--- src/rtl/guard_timer_pkg.sv ---
// Package: shared offsets and bit positions of the guard timer register window.
// Assumes byte addressing with 32-bit word registers.
package guard_timer_pkg;

    localparam int unsigned OFS_CLK_HZ = 32'h20;  // constant clock-frequency word
    localparam int unsigned OFS_CTRL   = 32'h24;  // status / control word
    localparam int unsigned OFS_COUNT  = 32'h28;  // live down-counter

    localparam int unsigned BIT_GRANT  = 0;       // status: level of granted
    localparam int unsigned BIT_REARM  = 1;       // control: write 1 to restore

    // decoded write actions of one bus cycle
    typedef struct packed {
        logic load_count;
        logic rearm;
    } wr_action_t;

endpackage

--- src/rtl/guard_decode.sv ---
// Write decoder: turns one bus write into at most one action.
// Assumes one write per cycle; writes to unmapped offsets produce no action.
module guard_decode
    import guard_timer_pkg::*;
#(
    parameter int unsigned ADDR_W = 8
) (
    input  logic              wr_en,
    input  logic [ADDR_W-1:0] addr,
    input  logic              rearm_bit,
    output wr_action_t        action
);

    localparam logic [ADDR_W-1:0] A_CTRL  = ADDR_W'(OFS_CTRL);
    localparam logic [ADDR_W-1:0] A_COUNT = ADDR_W'(OFS_COUNT);

    // decode the strobe and offset into load / restore pulses
    always_comb begin
        action.load_count = wr_en && (addr == A_COUNT);
        action.rearm      = wr_en && (addr == A_CTRL) && rearm_bit;
    end

endmodule

--- src/rtl/guard_countdown.sv ---
// Down-counter: loads on request, otherwise steps down by one and saturates at zero.
// Assumes the load value is already aligned to DATA_W.
module guard_countdown #(
    parameter int unsigned DATA_W = 32
) (
    input  logic              clk,
    input  logic              rst_n,
    input  logic              load,
    input  logic [DATA_W-1:0] load_val,
    output logic [DATA_W-1:0] count,
    output logic              at_zero
);

    logic [DATA_W-1:0] count_q;

    // count register: reset to zero, load has priority over stepping
    always_ff @(posedge clk) begin
        if (!rst_n) begin
            count_q <= '0;
        end else if (load) begin
            count_q <= load_val;
        end else if (count_q != '0) begin
            count_q <= count_q - DATA_W'(1);
        end
    end

    // expose count and its zero flag
    always_comb begin
        count   = count_q;
        at_zero = (count_q == '0);
    end

endmodule

--- src/rtl/guard_latch.sv ---
// Grant latch: set by a restore, cleared on any edge where the count is zero.
// Assumes restore and expiry are sampled on the same edge; restore wins that edge.
module guard_latch (
    input  logic clk,
    input  logic rst_n,
    input  logic rearm,
    input  logic expired,
    output logic granted
);

    logic granted_q;

    // granted register: reset low, restore sets, expiry clears
    always_ff @(posedge clk) begin
        if (!rst_n) begin
            granted_q <= 1'b0;
        end else if (rearm) begin
            granted_q <= 1'b1;
        end else if (expired) begin
            granted_q <= 1'b0;
        end
    end

    assign granted = granted_q;

endmodule

--- src/rtl/guard_readmux.sv ---
// Read multiplexer: combinational read data for the three mapped words.
// Assumes unmapped offsets read zero; the restore bit is never stored so reads 0.
module guard_readmux
    import guard_timer_pkg::*;
#(
    parameter int unsigned ADDR_W = 8,
    parameter int unsigned DATA_W = 32,
    parameter int unsigned CLK_HZ = 50_000_000
) (
    input  logic [ADDR_W-1:0] addr,
    input  logic [DATA_W-1:0] count,
    input  logic              granted,
    output logic [DATA_W-1:0] rdata
);

    localparam logic [ADDR_W-1:0] A_CLK   = ADDR_W'(OFS_CLK_HZ);
    localparam logic [ADDR_W-1:0] A_CTRL  = ADDR_W'(OFS_CTRL);
    localparam logic [ADDR_W-1:0] A_COUNT = ADDR_W'(OFS_COUNT);
    localparam logic [DATA_W-1:0] CLK_WORD = DATA_W'(CLK_HZ);

    // select the word addressed, zero elsewhere
    always_comb begin
        rdata = '0;
        case (addr)
            A_CLK:   rdata = CLK_WORD;
            A_CTRL:  rdata[BIT_GRANT] = granted;
            A_COUNT: rdata = count;
            default: rdata = '0;
        endcase
    end

endmodule

--- src/rtl/guard_timer.sv ---
// Top: countdown guard timer with latched grant output and restore bit.
// Assumes a single-cycle write strobe and combinational reads.
module guard_timer
    import guard_timer_pkg::*;
#(
    parameter int unsigned ADDR_W = 8,
    parameter int unsigned DATA_W = 32,
    parameter int unsigned CLK_HZ = 50_000_000
) (
    input  logic              clk,
    input  logic              rst_n,
    input  logic              wr_en,
    input  logic [ADDR_W-1:0] addr,
    input  logic [DATA_W-1:0] wdata,
    output logic [DATA_W-1:0] rdata,
    output logic              granted
);

    wr_action_t        act;
    logic [DATA_W-1:0] count_q;
    logic              count_zero;

    guard_decode #(.ADDR_W(ADDR_W)) u_decode (
        .wr_en     (wr_en),
        .addr      (addr),
        .rearm_bit (wdata[BIT_REARM]),
        .action    (act)
    );

    guard_countdown #(.DATA_W(DATA_W)) u_count (
        .clk      (clk),
        .rst_n    (rst_n),
        .load     (act.load_count),
        .load_val (wdata),
        .count    (count_q),
        .at_zero  (count_zero)
    );

    guard_latch u_latch (
        .clk     (clk),
        .rst_n   (rst_n),
        .rearm   (act.rearm),
        .expired (count_zero),
        .granted (granted)
    );

    guard_readmux #(.ADDR_W(ADDR_W), .DATA_W(DATA_W), .CLK_HZ(CLK_HZ)) u_rd (
        .addr    (addr),
        .count   (count_q),
        .granted (granted),
        .rdata   (rdata)
    );

endmodule

--- config.mk ---
export PLATFORM = sky130hd
export DESIGN_NAME = guard_timer
export DESIGN_NICKNAME = d
export VERILOG_FILES = /design/src/rtl/guard_timer_pkg.sv /design/src/rtl/guard_decode.sv /design/src/rtl/guard_countdown.sv /design/src/rtl/guard_latch.sv /design/src/rtl/guard_readmux.sv /design/src/rtl/guard_timer.sv
export SDC_FILE = /design/constraint.sdc
export NUM_CORES = 1
export LEC_CHECK = 0
export BUFFER_PORTS_ARGS = -buffer_cell sky130_fd_sc_hd__buf_2
export CORE_MARGIN = 3
export CORE_UTILIZATION = 54
export CTS_CLUSTER_DIAMETER = 100
export DETAILED_ROUTE_END_ITERATION = 12
export PLACE_DENSITY = 0.85
export SKIP_LAST_GASP = 1
export SYNTH_ARGS = -nofsm -noshare
export SYNTH_HDL_FRONTEND = slang
export SYNTH_SLANG_ARGS = --single-unit
--- constraint.sdc ---
create_clock -name clk -period 4.9 [get_ports clk]
set_clock_uncertainty 0.05 [all_clocks]
set_input_delay 0.735 -clock clk [delete_from_list [all_inputs] [get_ports clk]]
set_output_delay 0.735 -clock clk [all_outputs]
set_load 0.1 [all_outputs]
==> summary.md <==
| Metric | Value |
|---|---|
| GRT Util Overall | 0.2447 |
| Port Buffers | 75 |
| Max_cap viols | 0 |
| VDD IR max | 0.2897 mV |
| Pwr Total | 0.001788 W |
| FF+latch count, synth | 33 |
| Worst EP required | 4120 ps |
| GPL Wtd Cong | 0.8699 |
| Post-CTS sizing | 0 |
| Net Switching | 0.0008792 W |
| Vias | 2451 |
| First-pass GRT wire length | 9915 µm |
| Combinational power share | 0.585 |
| Vias/cell | 5.993 |
| Clock Root Buffer | clkbuf_8 |
| Drt initial violations | 155 |
| Crit. Startpoint | addr[4] |
| CTS hold repair buffers | 0 |
| Util after Layout | 0.7014 |
| Slew margin rel. | 0.5721 |
| Largest net degree at the start of global routing | 41 |
| Syn Std Cell Area | 0.002223 mm² |
| CTS tree | done |
| Part of the power in registers | 0.301 |
| Nets | 404 |
| Tightest Hold Check Type | register to register |
| Gate Count Post-Synth | 296 |
| Die Wd | 70.17 µm |
| Multiplexer share of the synthesized area | 0 |
| Synth Area in Adders | 0.005627 |
| Final WS setup | 1193 ps |
| Syn Area/Cell | 7.511 µm² |
| Seq/Total Area, Yosys | 0.2971 |
| Crit. End Element | output pin |
| Crit Path Max Fanout | 17 |
| DRT Wirelength | 6160 µm |
| Leading cell types in the layout, fill and taps excluded | buf_2 (75), dfxtp_1 (33), nor2_1 (26) |
| Yosys warns | 0 |
| Main combinational cell family by area after synthesis | simple AND/OR/NAND/NOR gates |
| Min-delay src | u_latch.granted |
| Antenna viol nets, final | 0 |
| Setup TNS | 0 ps |
| Later-pin clock latency in the skew report | 290 ps |
| First-pass detailed-route iteration total | 4 |
| Worst EP arrival | 2920 ps |
| Grt ovf | 0 |
| Net Count, Synth | 340 |
| Post-CTS Setup Inserts | 0 |
| Antenna violations before repair | 0 |
| Slew @ Worst Pin | 632.9 ps |
| Placed wire-length estimate | 4535 µm |
| Vias in the first global route | 2114 |
| R2R setup slack | 2230 ps |
| Post-synthesis cell type count | 40 |
| Hold EP | u_latch.granted |
| DRC | 0 |
| Layout cell share with drive strength beyond 1 | 0.2659 |
| # IOs | 76 |
| Antenna cells | 0 |
| Std-Cell Rows | 22 |
| Leakage | 1.163 nW |
| Synth Area in Simple Gates | 0.3663 |
| Final hold vios | 0 |
| Longest Clk Path Bufs | 2 |
| # clock sinks | 33 |
| Die area | 0.004923 mm² |
| P_int | 0.0009084 W |
| Die height | 70.17 µm |
| Starting density of the core | 0.5811 |
| Sw Ratio | 0.4918 |
| RSZ-0062 raised after global routing | no |
| Clock power share | 0.114 |
| Setup crit start kind | primary input |
| Fmax | 0.2697 GHz |
| Status | complete, no violations |
| Worst r2r path cells | 7 |
| Post-synth top flop | dfxtp_1 |
| Placeable Area | 0.003826 mm² |
| Xor and xnor area share after synthesis | 0.04727 |
| PD cells | 666.1 mW/mm² |
| Post-synth EDFFs | 0 |
| RR Endpoint | u_count.count[21] |
| DP Worst Slack | 1206 ps |
| Synth Area in Compound Gates | 0.2155 |
| Max-slew violation count | 0 |
| Layout Area Growth over Synthesis | 20.71% |
| Final Hold Slack | 438.0 ps |
| Worst Setup Path Type | primary input to output pin |
| Final min period | 3707 ps |
| CTS Buf Count | 5 |
| Crit share post-route | 0.7566 |
| Most common cell after layout, fill and taps aside | buf_2 |
| Endpoints failing setup | 0 |
| Fill cells | 335 |
| Wire length per cell | 15.06 µm |
| Hold path depth | 2 |
| Post-synth ARST share | 0 |
| Worst-path clk slew | 80 ps |
| H-tree level count | 2 |
| Crit Reg-Reg Startpoint | u_count.count[0] |
[state kept, by name, indices dropped and copies added (netlist names)]
register / count
u_count.count: 32
u_latch.granted: 1
[synthesized netlist by cell type (all sizes together), types with 6 or more instances]
master,n,share of area
a211oi,12,0.041
a21oi,22,0.050
a31oi,11,0.031
and2,18,0.051
clkbuf,17,0.029
dfxtp,33,0.30
inv,18,0.030
nand2,10,0.017
nand3,13,0.032
nand4,10,0.028
nor2,26,0.044
nor3,6,0.014
nor4,12,0.053
o21ai,18,0.041
or3,11,0.031
or4,10,0.035
xor2,7,0.028
[power by group through the flow]
stage               clock, W  sequential [W]  combinational [W]
finish              0.000204        0.000538            0.00105
global route        0.000217        0.000556            0.00115
CTS                 0.000207        0.000531            0.00103
detailed placement         0        0.000536            0.00102
global placement           0        0.000532           0.000996
floorplan                  0        0.000479           0.000885
[per-layer routing]
layer | wire length (µm) | part of all wire | GRT usage
met1 | 2791 | 0.45 | 0.3415
met2 | 2789 | 0.45 | 0.3872
met3 | 499 | 0.081 | 0.04892
met4 | 78 | 0.013 | 0.05745
met5 | 0 | 0 | 0
[worst max-delay path by stage]
stage / end / slack [ps] / depth (start not counted)
after floorplan: rdata[1] / 320 / 5
after global placement: rdata[24] / 1300 / 8
after detailed placement: rdata[30] / 1210 / 8
after CTS: rdata[30] / 1200 / 8
after global routing: rdata[28] / 1030 / 8
final: rdata[30] / 1190 / 8
[worst max-delay path, cell delays in order]
cell and delay (ps):
buf_2 100, nor4b_1 590, nand2_1 170, or2_2 430
nor2_1 130, buf_4 200, and2_1 140, buf_2 420
[metrics by stage]
step | instance area, µm² | instances
finish | 2684 | 409
global route | 2684 | 409
CTS | 2684 | 409
detailed placement | 2597 | 401
global placement | 2597 | 401
floorplan | 2223 | 296
[logic make-up (layout without fill, tap and decap cells)]
kind of cell	count (synthesis)	in the layout
AOI/OAI and AO/OA	78	78
xor gates and xnor gates	12	12
adders and majority gates	1	1
buffers and inverters	39	104
DFF	33	33
and+or+nand+nor	133	133
[area by class of cell]
class / count / area [µm²] / area share
Clock buffer: 5 / 68.82 / 0.02564
Clock inverter: 3 / 17.52 / 0.006527
Sequential cell: 33 / 660.6 / 0.2462
Multi-Input combinational cell: 224 / 1411 / 0.5259
Inverter: 18 / 67.56 / 0.02517
Timing Repair Buffer: 78 / 397.9 / 0.1483
Tap cell: 48 / 60.06 / 0.02238
No activity file was read; power rests on OpenSTA's default activity.
